## src/rtl/cfg_stream_pkg.sv

```systemverilog
package cfg_stream_pkg;

  typedef enum logic {
    MODE_BIT  = 1'b0,
    MODE_BYTE = 1'b1
  } lane_mode_e;

  // array contents: affine map, odd multiplier keeps every byte distinct
  function automatic logic [7:0] rom_byte(input int unsigned addr);
    logic [31:0] v;
    v = addr * 32'd37 + 32'd5;
    return v[7:0];
  endfunction

endpackage

```

## src/rtl/cfg_por_gen.sv

```systemverilog
module cfg_por_gen #(
  parameter int unsigned POR_CYCLES = 4
) (
  input  logic clk_i,
  input  logic rst_ni,
  output logic por_o
);
  localparam int unsigned CW = $clog2(POR_CYCLES + 1);

  logic [CW-1:0] cnt_q;

  always_ff @(posedge clk_i or negedge rst_ni) begin
    if (!rst_ni) cnt_q <= '0;
    else if (cnt_q != CW'(POR_CYCLES)) cnt_q <= cnt_q + 1'b1;
  end

  assign por_o = (cnt_q != CW'(POR_CYCLES));
endmodule

```

## src/rtl/cfg_rev_table.sv

```systemverilog
module cfg_rev_table #(
  parameter int unsigned DEPTH   = 64,
  parameter int unsigned NUM_REV = 4,
  parameter int unsigned AW      = $clog2(DEPTH),
  parameter int unsigned RW      = (NUM_REV > 1) ? $clog2(NUM_REV) : 1
) (
  input  logic [RW-1:0] rev_i,
  output logic [AW-1:0] start_o,
  output logic [AW-1:0] tc_o
);
  localparam int unsigned SPAN = DEPTH / NUM_REV;

  logic [AW-1:0] start_tab [NUM_REV];
  logic [AW-1:0] tc_tab    [NUM_REV];

  for (genvar r = 0; r < NUM_REV; r++) begin : g_rev
    assign start_tab[r] = AW'(r * SPAN);
    assign tc_tab[r]    = AW'(r * SPAN + SPAN - 1);
  end

  always_comb begin
    start_o = '0;
    tc_o    = AW'(SPAN - 1);
    if (int'(rev_i) < NUM_REV) begin
      start_o = start_tab[rev_i];
      tc_o    = tc_tab[rev_i];
    end
  end
endmodule

```

## src/rtl/cfg_rom.sv

```systemverilog
module cfg_rom #(
  parameter int unsigned DEPTH = 64,
  parameter int unsigned AW    = $clog2(DEPTH)
) (
  input  logic [AW-1:0] addr_i,
  output logic [7:0]    byte_o
);
  import cfg_stream_pkg::*;

  logic [7:0] mem [DEPTH];

  for (genvar a = 0; a < DEPTH; a++) begin : g_word
    assign mem[a] = rom_byte(a);
  end

  assign byte_o = (int'(addr_i) < DEPTH) ? mem[addr_i] : 8'h00;
endmodule

```

## src/rtl/cfg_addr_ctr.sv

```systemverilog
module cfg_addr_ctr #(
  parameter int unsigned AW = 6,
  parameter int unsigned RW = 2
) (
  input  logic          clk_i,
  input  logic          rst_ni,
  input  logic          hold_i,       // ce high, oe low or power-on hold
  input  logic          cf_i,
  input  logic          busy_i,
  input  logic          par_i,
  input  logic [RW-1:0] rev_sel_i,
  input  logic [AW-1:0] sel_start_i,  // start of rev_sel_i
  input  logic [AW-1:0] cur_start_i,  // start of latched revision
  input  logic [AW-1:0] cur_tc_i,     // terminal count of latched revision
  output logic [RW-1:0] rev_o,
  output logic [AW-1:0] addr_o,
  output logic [2:0]    bit_o,
  output logic          done_o
);
  logic          cf_q;
  logic [RW-1:0] rev_q;
  logic [AW-1:0] addr_q;
  logic [2:0]    bit_q;
  logic          done_q;
  logic          cf_rise, adv, unit_end;

  assign cf_rise  = cf_i & ~cf_q;
  assign adv      = cf_i & ~done_q & (~par_i | ~busy_i);
  assign unit_end = par_i | (bit_q == 3'd7);

  always_ff @(posedge clk_i or negedge rst_ni) begin
    if (!rst_ni) begin
      cf_q   <= 1'b1;
      rev_q  <= '0;
      addr_q <= '0;
      bit_q  <= '0;
      done_q <= 1'b0;
    end else begin
      cf_q <= cf_i;
      if (cf_rise) begin
        rev_q  <= rev_sel_i;
        addr_q <= sel_start_i;
        bit_q  <= '0;
        done_q <= 1'b0;
      end else if (hold_i) begin
        addr_q <= cur_start_i;
        bit_q  <= '0;
        done_q <= 1'b0;
      end else if (adv) begin
        bit_q <= par_i ? 3'd0 : bit_q + 3'd1;
        if (unit_end) begin
          if (addr_q == cur_tc_i) done_q <= 1'b1;
          else                    addr_q <= addr_q + 1'b1;
        end
      end
    end
  end

  assign rev_o  = rev_q;
  assign addr_o = addr_q;
  assign bit_o  = bit_q;
  assign done_o = done_q;
endmodule

```

## src/rtl/cfg_stream_seq.sv

```systemverilog
module cfg_stream_seq #(
  parameter int unsigned DEPTH      = 64,
  parameter int unsigned NUM_REV    = 4,
  parameter int unsigned POR_CYCLES = 4,
  parameter int unsigned RW         = (NUM_REV > 1) ? $clog2(NUM_REV) : 1
) (
  input  logic          clk_i,
  input  logic          rst_ni,
  input  logic          ce_ni,
  input  logic          oe_ni,
  input  logic          cf_i,
  input  logic          busy_i,
  input  logic          par_mode_i,
  input  logic [RW-1:0] rev_sel_i,
  output logic [7:0]    data_o,
  output logic [7:0]    data_oe_o,
  output logic          ceo_no,
  output logic          oe_pull_o
);
  import cfg_stream_pkg::*;

  localparam int unsigned AW = $clog2(DEPTH);

  logic          por;
  logic          oe_eff, selected, stream_on;
  logic [RW-1:0] rev_q;
  logic [AW-1:0] addr_q, sel_start, cur_start, cur_tc, unused_tc;
  logic [2:0]    bit_q;
  logic          done_q;
  logic [7:0]    rom_q;
  lane_mode_e    mode;

  assign mode = lane_mode_e'(par_mode_i);

  cfg_por_gen #(.POR_CYCLES(POR_CYCLES)) u_por (
    .clk_i (clk_i),
    .rst_ni(rst_ni),
    .por_o (por)
  );

  assign oe_eff   = oe_ni & ~por;
  assign selected = ~ce_ni & oe_eff;

  cfg_rev_table #(.DEPTH(DEPTH), .NUM_REV(NUM_REV), .AW(AW), .RW(RW)) u_tab_sel (
    .rev_i  (rev_sel_i),
    .start_o(sel_start),
    .tc_o   (unused_tc)
  );

  cfg_rev_table #(.DEPTH(DEPTH), .NUM_REV(NUM_REV), .AW(AW), .RW(RW)) u_tab_cur (
    .rev_i  (rev_q),
    .start_o(cur_start),
    .tc_o   (cur_tc)
  );

  cfg_addr_ctr #(.AW(AW), .RW(RW)) u_ctr (
    .clk_i      (clk_i),
    .rst_ni     (rst_ni),
    .hold_i     (~selected),
    .cf_i       (cf_i),
    .busy_i     (busy_i),
    .par_i      (mode == MODE_BYTE),
    .rev_sel_i  (rev_sel_i),
    .sel_start_i(sel_start),
    .cur_start_i(cur_start),
    .cur_tc_i   (cur_tc),
    .rev_o      (rev_q),
    .addr_o     (addr_q),
    .bit_o      (bit_q),
    .done_o     (done_q)
  );

  cfg_rom #(.DEPTH(DEPTH), .AW(AW)) u_rom (
    .addr_i(addr_q),
    .byte_o(rom_q)
  );

  assign stream_on = selected & ~done_q;

  always_comb begin
    data_o    = 8'h00;
    data_oe_o = 8'h00;
    if (stream_on) begin
      if (mode == MODE_BYTE) begin
        data_o    = rom_q;
        data_oe_o = 8'hFF;
      end else begin
        data_o    = {7'b0, rom_q[3'd7 - bit_q]};
        data_oe_o = 8'h01;
      end
    end
  end

  assign ceo_no    = ~(selected & done_q);
  assign oe_pull_o = por;

  logic unused_ok;
  assign unused_ok = ^unused_tc;
endmodule

```

## config.mk

```make
export PLATFORM = sky130hd
export DESIGN_NAME = cfg_stream_seq
export DESIGN_NICKNAME = d
export VERILOG_FILES = /design/src/rtl/cfg_stream_pkg.sv /design/src/rtl/cfg_por_gen.sv /design/src/rtl/cfg_rev_table.sv /design/src/rtl/cfg_rom.sv /design/src/rtl/cfg_addr_ctr.sv /design/src/rtl/cfg_stream_seq.sv
export SDC_FILE = /design/constraint.sdc
export NUM_CORES = 1
export LEC_CHECK = 0
export BUFFER_PORTS_ARGS = -buffer_cell sky130_fd_sc_hd__buf_2
export CAP_MARGIN = 10
export CORE_UTILIZATION = 51
export DETAILED_ROUTE_END_ITERATION = 10
export PLACE_DENSITY = 0.82
export SETUP_SLACK_MARGIN = 0.4
export SLEW_MARGIN = 20
export SYNTH_ARGS = -nofsm -noshare
export SYNTH_HDL_FRONTEND = slang
export SYNTH_SLANG_ARGS = --single-unit
export TNS_END_PERCENT = 50
```

## constraint.sdc

```tcl
create_clock -name clk_i -period 2.56 [get_ports clk_i]
set_clock_uncertainty 0.1 [all_clocks]
set_input_delay 0.128 -clock clk_i [delete_from_list [all_inputs] [get_ports clk_i]]
set_output_delay 0.128 -clock clk_i [all_outputs]
set_load 0.05 [all_outputs]
```

==> results_dict.tcl, run 1 <==
set metrics [dict create \
    first_global_vias 1558 \
    port_buffers 26 \
    antenna_found_initial 0 \
    groute.layer.met3.usage 0.0437 \
    gp_congestion 0.851 \
    critPathCaptureType "output port" \
    run_status "finished, violations left" \
    power.density_nw_per_um2 265 \
    grt_pass1_wl_um 7140 \
    slew-limit-headroom 0.644 \
    min_period_ns 2.63 \
    routed_wl_um 4980 \
    grt_start_max_net_pins 32 \
    timing.critical_path.cells "buf_6 > inv_6 > ha_2 > inv_1 > mux4_2 > nand3b_1 > nand3_2 > o2bb2ai_2 > o21ai_4 > buf_6" \
    worst-endpoint-arrival_ns 2.40 \
    mapped_cells 204 \
    clock_sink_count 16 \
    width_of_the_chip_um 59.0 \
    critical_path_peak_fanout 4 \
    power.static_leakage_nw 0.984 \
    comb_power_share 0.336 \
    dr_total_vias 1756 \
    gr-total-overflow 0 \
    ys.flop_type "sky130_fd_sc_hd__dfrtp_1" \
    crit_path_frequent_cell "sky130_fd_sc_hd__buf_6" \
    drt-wirelength-per-cell_um 17.0 \
    preCtsSetupSlack_ns 0.104 \
    path_delay_family "buffers and inverters" \
    fin_setup_tns_ns -0.0709 \
    violated_checks "negative setup slack" \
    syn-num-nets 224 \
    mappedNetlistArea_um2 1660 \
    max_clock_freq_mhz 380 \
    pins_over_slew_limit 0 \
    drt_pre_antenna_iters 4 \
    drive_above_1_share 0.438 \
    post-route-cell-area_um2 2410 \
    global_route.usage.met2 0.476 \
    drt_iter0_drc 124 \
    grt-busiest-layer "met2" \
    clock_tree.htree_level_count 1 \
    slowest_stage "sky130_fd_sc_hd__mux4_2" \
    clk_pin_slew_ns 0.09 \
    synth_seq_cells 16 \
    clk-insertion-delay-late_ns 0.29 \
    nFillCells 185 \
    floorplan.die_area_um2 3480 \
    hp-class "in -> reg" \
    coreArea_um2 3080 \
    total_switching_power_w 0.000227 \
    tritoncts_buffer_count 3 \
    period_share 1.03 \
    worst-slew-pin-transition_ns 0.534 \
    worst_path_largest_cell_delay_ns 0.46 \
    clock_power_share 0.215 \
    die_h_um 59.0 \
    via_per_inst 5.99 \
    synth-async-reset-ratio 1.00 \
    cp.buffers_inverters 4 \
    pwr-share-seq 0.449 \
    grt_setup_unrepaired "yes" \
    synth_edf_count 0 \
    clockBufferDepth 2 \
    antenna_cells_inserted 0 \
    power_report.internal_total_w 0.000411 \
    drt.antenna.violating_nets 0 \
    use_met1 0.331 \
    synth_seq_area_share 0.242 \
    crit_path_start_kind "flop" \
    num_rows 20 \
    vdd_ir_drop_max_mv 0.315 \
    synth_warnings 0 \
    post_synth.cell_area_avg_um2 8.12 \
    timing.max_cap.violations 0 \
    cts_tree "done" \
    required_time_of_the_critical_path_ns 2.33 \
    floorplan.initialDensity 0.538 \
    drc 0 \
    synthDistinctLibCells 57 \
    nets 270 \
    cts_root_buffer "sky130_fd_sc_hd__clkbuf_4" \
    ios 27 \
    hold_viol 0 \
    final_worst_setup_slack_ns -0.0709 \
    finalSetupViolCount 1 \
    syn_to_final_growth_pct 45.5 \
    place.detailed.hpwl_um 2790 \
    setup.worst_path.class "reg -> out" \
    grt_use_total 0.278 \
    switching_share 0.356 \
    detailed_place.area_um2 1940 \
]
[sequential cells by signal, indices dropped and copies added (netlist names)]
| signal | count |
|---|---|
| u_ctr.addr_o | 6 |
| u_ctr.bit_o | 3 |
| u_por.cnt_q | 3 |
| u_ctr.rev_o | 2 |
| u_ctr.cf_q | 1 |
| u_ctr.done_o | 1 |
[synth_stat cells, drive strengths merged (3+ instances only)]
cell type | number | share of area
o211ai | 6 | 0.027
a31oi | 3 | 0.011
inv | 11 | 0.025
a22oi | 3 | 0.014
a21oi | 6 | 0.018
nand3 | 3 | 0.0091
xnor2 | 6 | 0.032
xor2 | 4 | 0.021
buf | 16 | 0.066
ha | 11 | 0.083
nor2b | 7 | 0.026
nand4 | 5 | 0.019
nor2 | 21 | 0.049
clkbuf | 4 | 0.0091
nand2b | 6 | 0.023
and3b | 3 | 0.016
o21ai | 8 | 0.024
dfrtp | 15 | 0.23
nor3 | 4 | 0.015
nand2 | 22 | 0.050
mux2i | 4 | 0.024
[final timing paths]
check / start / end / slack (ns) / depth (start not counted)
worst max-delay path: u_ctr.addr_o[0]$_DFFE_PN0P_ / data_o[0] / -0.07 / 10
worst min-delay path: busy_i / u_ctr.bit_o[0]$_DFFE_PN0P_ / 0.17 / 5
worst max register to register: u_ctr.bit_o[1]$_DFFE_PN0P_ / u_ctr.addr_o[5]$_DFFE_PN0P_ / 0.46 / 8
worst min register to register: u_ctr.rev_o[1]$_DFFE_PN0P_ / u_ctr.rev_o[1]$_DFFE_PN0P_ / 0.43 / 2
max in group asynchronous: rst_ni / u_ctr.cf_q$_DFF_PN1_ / 1.85 / 2
min in group asynchronous: rst_ni / u_por.cnt_q[1]$_DFFE_PN0P_ / 0.21 / 2
[stage by stage]
| stage | power [W] | cells | hold WS (ns) | util |
|---|---|---|---|---|
| after global placement | 0.000460 | 265 | -0.0509 | 0.629 |
| after floorplan | 0.000422 | 204 | -0.268 | - |
| final | 0.000638 | 293 | 0.167 | 0.783 |
| after global routing | 0.000666 | 293 | 0.201 | 0.783 |
| after CTS | 0.000627 | 289 | 0.166 | 0.743 |
| after detailed placement | 0.000461 | 265 | -0.0481 | 0.629 |
[cell usage in the layout (no fill, tap or decap), types with 4 or more instances in the layout]
cell	n
sky130_fd_sc_hd__buf_4	27
sky130_fd_sc_hd__nand2_1	19
sky130_fd_sc_hd__nor2_1	14
sky130_fd_sc_hd__dfrtp_1	12
sky130_fd_sc_hd__buf_2	11
sky130_fd_sc_hd__buf_8	11
sky130_fd_sc_hd__o211ai_1	6
sky130_fd_sc_hd__nand2b_1	6
sky130_fd_sc_hd__nor2b_1	6
sky130_fd_sc_hd__buf_6	6
sky130_fd_sc_hd__nor2_2	5
sky130_fd_sc_hd__nand4_1	5
sky130_fd_sc_hd__o21ai_0	5
sky130_fd_sc_hd__xnor2_1	5
sky130_fd_sc_hd__ha_1	5
sky130_fd_sc_hd__inv_2	4
sky130_fd_sc_hd__inv_1	4
sky130_fd_sc_hd__mux2i_1	4
sky130_fd_sc_hd__a21oi_1	4
sky130_fd_sc_hd__xor2_1	4
sky130_fd_sc_hd__ha_4	4
sky130_fd_sc_hd__dlygate4sd3_1	4
[worst register-to-register path, cell delays in order, from the launching register on]
cell	delay, ns
sky130_fd_sc_hd__dfrtp_1	0.57
sky130_fd_sc_hd__ha_1	0.22
sky130_fd_sc_hd__ha_1	0.13
sky130_fd_sc_hd__nor2b_1	0.13
sky130_fd_sc_hd__o21ai_1	0.10
sky130_fd_sc_hd__nor2_2	0.25
sky130_fd_sc_hd__nand4_1	0.17
sky130_fd_sc_hd__xor2_1	0.18
sky130_fd_sc_hd__o221ai_1	0.19
[kinds of logic (layout without fill, tap and decap cells)]
family / after synthesis / count (layout) / share of synthesized area
XOR/XNOR: 10 / 10 / 0.0529
multiplexers: 6 / 6 / 0.0446
AO/OA/AOI/OAI: 45 / 45 / 0.203
flip-flops: 16 / 16 / 0.242
adder cells (fa/ha/maj): 11 / 11 / 0.0831
AND/OR/NAND/NOR: 85 / 85 / 0.274
buffers and inverters: 31 / 76 / 0.0997
[layer usage]
layer / part of all wire / routed length, um / vias to the layer above
li1: - / - / 815
met1: 0.38 / 1890 / 832
met2: 0.52 / 2570 / 91
met3: 0.074 / 368 / 18
met4: 0.030 / 151 / 0
met5: 0 / 0 / -
[final cells by class]
cell class                      count  area (um^2)  area share
Tap cell                           44         55.1      0.0228
Timing Repair Buffer               61          556       0.230
Multi-Input combinational cell    157         1320       0.546
Inverter                           11         52.6      0.0218
Clock buffer                        4         26.3      0.0109
Sequential cell                    16          405       0.168
[power groups by stage]
stage	logic, W	clock network [W]	registers, W
after floorplan	0.000148	0	0.000274
after global placement	0.000170	0	0.000289
after detailed placement	0.000172	0	0.000290
after CTS	0.000203	0.000140	0.000285
after global routing	0.000229	0.000148	0.000289
final	0.000214	0.000137	0.000287
[what timing repair did]
action / CTS / global route
endpoints found under the setup margin: 16 / 19
gates resized for setup: 51 / 23
pin swaps: 9 / 9
setup buffers: 16 / 4
hold buffers: 4 / 0
endpoints found under the hold margin: 21 / 0
Note: power is estimated with default switching activity, not from simulation.
==> run 2: changes to the inputs <==
CORE_UTILIZATION = 55   (was 51)
PLACE_DENSITY = 0.84   (was 0.82)
clock period = 3.3 ns   (was 2.56 ns; I/O delays follow)
==> results_dict.tcl, run 2 (synthesis results as in run 1) <==
set metrics [dict create \
    drt-wirelength-per-cell_um 14.7 \
    drt.antenna.violating_nets 0 \
    number_of_flip_flops_under_the_largest_register_name 6 \
    grt_setup_unrepaired "no" \
    timing.max_cap.violations 0 \
    via_per_inst 6.03 \
    critical_path_peak_fanout 10 \
    clock_sink_count 16 \
    min_period_ns 2.72 \
    hp-class "in -> reg" \
    nFillCells 228 \
    nets 243 \
    routed_wl_um 3710 \
    num_rows 19 \
    grt_start_max_net_pins 32 \
    post-route-cell-area_um2 1830 \
    vdd_ir_drop_max_mv 0.312 \
    power.static_leakage_nw 0.809 \
    clock_tree.htree_level_count 1 \
    coreArea_um2 2810 \
    run_status "finished, violations left" \
    tritoncts_buffer_count 3 \
    syn_to_final_growth_pct 10.5 \
    layout_commonest_cell "sky130_fd_sc_hd__buf_2" \
    floorplan.initialDensity 0.591 \
    floorplan.die_area_um2 3240 \
    drt_iter0_drc 121 \
    fin_setup_tns_ns 0 \
    ios 27 \
    clk-insertion-delay-late_ns 0.28 \
    place.detailed.hpwl_um 2580 \
    dr_total_vias 1526 \
    clk_pin_slew_ns 0.09 \
    antenna_found_initial 0 \
    grt_pass1_wl_um 6310 \
    violated_checks "design-rule violations" \
    first_global_vias 1441 \
    width_of_the_chip_um 56.9 \
    die_h_um 56.9 \
    worst-slew-pin-transition_ns 0.574 \
    gr-total-overflow 0 \
    setup.worst_path.class "reg -> out" \
    detailed_place.area_um2 1710 \
    hold_viol 0 \
    drt_pre_antenna_iters 7 \
    antenna_cells_inserted 0 \
    critPathCaptureType "output port" \
    layout_common_cells "sky130_fd_sc_hd__buf_2, sky130_fd_sc_hd__nand2_1, sky130_fd_sc_hd__nor2_1" \
    crit_path_start_kind "flop" \
    power.density_nw_per_um2 243 \
    period_share 0.826 \
    max_clock_freq_mhz 367 \
    required_time_of_the_critical_path_ns 3.03 \
    cts_tree "done" \
    drc 4 \
    finalSetupViolCount 0 \
    cts_root_buffer "sky130_fd_sc_hd__clkbuf_4" \
    drive_above_1_share 0.221 \
    port_buffers 26 \
    clockBufferDepth 2 \
    gp_congestion 0.869 \
    slew-limit-headroom 0.617 \
    grt_use_total 0.247 \
    pins_over_slew_limit 0 \
    worst-endpoint-arrival_ns 2.46 \
]
==> run 2: repair_timing <==
item                                    CTS  global route
cloned                                    0             0
endpoints found under the setup margin    2             1
resized for setup                         3             5
buffers inserted                          1             2
hold buffers                              4             0
hold endpoints to repair                 19             0
pin swaps                                 0             2
==> run 2: critical path: stages (launching register included) <==
cell and delay (ns):
sky130_fd_sc_hd__dfrtp_2 0.42, sky130_fd_sc_hd__inv_1 0.16, sky130_fd_sc_hd__ha_4 0.26, sky130_fd_sc_hd__nor3b_1 0.19, sky130_fd_sc_hd__a211oi_1 0.08, sky130_fd_sc_hd__xor2_1 0.17
sky130_fd_sc_hd__or4b_1 0.52, sky130_fd_sc_hd__nand4_1 0.11, sky130_fd_sc_hd__o21ai_1 0.06, sky130_fd_sc_hd__clkbuf_4 0.21
==> run 2: where the power goes <==
group	switching (W)	total, W	leakage (nW)	internal, W
clock network	0.0000565	0.000103	0.0150	0.0000469
logic	0.0000753	0.000118	0.592	0.0000422
registers	0.0000202	0.000224	0.203	0.000204
total	0.000152	0.000445	0.809	0.000293
==> run 2: worst paths after layout <==
kind,endpoint,from,slack [ns],cells after the start
worst max register to register,u_ctr.addr_o[5]$_DFFE_PN0P_,u_ctr.bit_o[1]$_DFFE_PN0P_,0.95,8
max in group asynchronous,u_ctr.cf_q$_DFF_PN1_,rst_ni,2.57,2
min in group asynchronous,u_ctr.rev_o[1]$_DFFE_PN0P_,rst_ni,0.23,2
worst min-delay path,u_ctr.addr_o[5]$_DFFE_PN0P_,ce_ni,0.17,3
worst min register to register,u_ctr.rev_o[1]$_DFFE_PN0P_,u_ctr.rev_o[1]$_DFFE_PN0P_,0.43,2
worst max-delay path,data_o[0],u_ctr.addr_o[0]$_DFFE_PN0P_,0.58,9
==> run 2: area by class of cell <==
cell class                 instances  area, um^2  share of cell area
tap                               31        38.8              0.0212
clock buffer                       4        26.3              0.0144
sequential                        16         408               0.223
multi-input combinational        157        1110               0.608
inverter                          11        41.3              0.0226
timing repair buffer              34         203               0.111
==> run 2: metrics by stage <==
stage	hold slack (ns)	setup slack [ns]	total power, W	util	cells
after floorplan	-0.231	0.329	0.000311	-	204
after CTS	0.172	0.423	0.000445	0.639	251
after global routing	0.191	0.402	0.000468	0.653	253
after global placement	-0.00519	0.538	0.000334	0.611	242
final	0.165	0.575	0.000445	0.653	253
after detailed placement	-0.00510	0.482	0.000336	0.611	242
==> run 2: per-layer routing <==
metal,share of wire,up-vias,GRT usage
met3,0.051,10,0.0300
li1,-,756,-
met5,0,-,0
met2,0.46,60,0.376
met4,0.019,0,0.101
met1,0.47,700,0.353
==> run 3: changes to the inputs <==
clock period = 2.6 ns   (was 3.3 ns; I/O delays follow)
==> results_dict.tcl, run 3 (synthesis results as in run 1) <==
set metrics [dict create \
    run_status "finished, violations left" \
    violated_checks "design-rule violations, negative setup slack" \
    drt-wirelength-per-cell_um 17.7 \
    p_total_w 0.000657 \
    period_share 1.04 \
    cts_tree "done" \
    worst_path_largest_cell_delay_ns 0.53 \
    via_per_inst 6.26 \
    regToRegStartpoint "u_ctr.bit_o[0]$_DFFE_PN0P_" \
    floorplan.initialDensity 0.591 \
    hold_viol 0 \
    timing.critical_path.from "u_ctr.addr_o[1]$_DFFE_PN0P_" \
    dr_total_vias 1704 \
    finalNonFillerCells 272 \
    multi_input_combinational_cell_area_um2 1260 \
    ios 27 \
    min_period_ns 2.70 \
    num_rows 19 \
    vdd_ir_drop_max_mv 0.486 \
    number_of_flip_flops_under_the_largest_register_name 6 \
    layout_common_cells "sky130_fd_sc_hd__nand2_1, sky130_fd_sc_hd__buf_4, sky130_fd_sc_hd__nor2_1" \
    clk_pin_slew_ns 0.09 \
    critical_path_peak_fanout 8 \
    critPathCaptureType "output port" \
    worst-endpoint-arrival_ns 2.47 \
    clock_tree.htree_level_count 1 \
    placed_cells_incl_taps 251 \
    sequential_cell_area_um2 407 \
    drt_iter0_drc 152 \
    setup.worst_path.class "reg -> out" \
    gp_congestion 0.895 \
    grt_start_max_net_pins 32 \
    required_time_of_the_critical_path_ns 2.37 \
    final_worst_setup_slack_ns -0.0972 \
    tritoncts_buffer_count 3 \
    nFillCells 168 \
    port_buffers 26 \
    worst-slew-pin-transition_ns 0.488 \
    drt_pre_antenna_iters 7 \
    cts_root_buffer "sky130_fd_sc_hd__clkbuf_4" \
    place.detailed.hpwl_um 2970 \
    floorplan.die_area_um2 3240 \
    hold-worst-slack_ns 0.166 \
    clock_sink_count 16 \
    grt_use_total 0.290 \
    power.static_leakage_nw 0.936 \
    nets 262 \
    width_of_the_chip_um 56.9 \
    gr-total-overflow 0 \
    power.density_nw_per_um2 290 \
    grt_pass1_wl_um 7310 \
    routed_wl_um 4820 \
    max_clock_freq_mhz 371 \
    pins_over_slew_limit 0 \
    hp-class "in -> async" \
    drive_above_1_share 0.411 \
    crit_path_start_kind "flop" \
    finalSetupViolCount 1 \
    coreArea_um2 2810 \
    first_global_vias 1559 \
    antenna_cells_inserted 0 \
    clk-insertion-delay-late_ns 0.29 \
    syn_to_final_growth_pct 36.9 \
    timing.critical_path.cells "inv_4 > ha_4 > nor3b_2 > a211oi_2 > xor2_1 > or4b_1 > nand4_1 > o21ai_4 > buf_6" \
    die_h_um 56.9 \
    slew-limit-headroom 0.675 \
    grt_setup_unrepaired "yes" \
    timing.max_cap.violations 0 \
    antenna_found_initial 0 \
    slowest_stage "sky130_fd_sc_hd__or4b_1" \
    drc 4 \
    drt.antenna.violating_nets 0 \
    clockBufferDepth 2 \
]
run 3: final timing paths:
path,endpoint,slack [ns],cells past startpoint
min in group clk_i,u_ctr.bit_o[0]$_DFFE_PN0P_,0.19,5
setup / recovery,data_o[0],-0.1,9
hold reg to reg,u_ctr.rev_o[0]$_DFFE_PN0P_,0.44,2
hold / removal,u_ctr.addr_o[1]$_DFFE_PN0P_,0.17,2
setup reg to reg,u_ctr.addr_o[4]$_DFFE_PN0P_,0.48,9
max in group asynchronous,u_ctr.cf_q$_DFF_PN1_,1.93,2
run 3: layout make-up:
cell class | count | share of cell area
Sequential cell | 16 | 0.179
Timing Repair Buffer | 53 | 0.210
Inverter | 11 | 0.0232
Multi-Input combinational cell | 157 | 0.554
Clock buffer | 4 | 0.0160
Tap cell | 31 | 0.0171
run 3: report_power, final:
part           switching [W]  total, W  internal, W  leakage [nW]
registers          0.0000204  0.000279     0.000259         0.202
clock network      0.0000786  0.000164    0.0000855        0.0210
logic               0.000127  0.000214    0.0000865         0.714
run 3: critical path, delay by kind of cell (launching register included):
family                   cells  cell delay, ns
AO/OA/AOI/OAI                2            0.14
XOR/XNOR                     1            0.18
AND/OR/NAND/NOR              3            0.91
buffers and inverters        2            0.26
adder cells (fa/ha/maj)      1            0.22
flip-flops                   1            0.47
run 3: repair_timing:
item	in CTS	in global routing
buffers inserted	4	9
gates resized for setup	32	32
setup endpoints to repair	15	19
pin swaps	2	5
hold buffers	4	0
endpoints found under the hold margin	21	0
run 3: through the flow:
step                worst slack, ns  setup TNS (ns)  area, um^2  utilization
global placement              0.214               0        1880        0.669
finish                      -0.0972         -0.0972        2270        0.809
floorplan                     0.259               0        1770            -
detailed placement            0.134               0        1880        0.669
global route                 -0.232          -0.232        2270        0.809
CTS                         -0.0197         -0.0197        2090        0.744
run 3: routing by layer:
layer	part of all wire	vias up	routed length (um)	global-route usage
met1	0.41	818	1970	0.379
met3	0.052	19	252	0.0230
li1	-	797	-	-
met2	0.51	70	2460	0.494
met4	0.029	0	141	0.111
met5	0	-	0	0
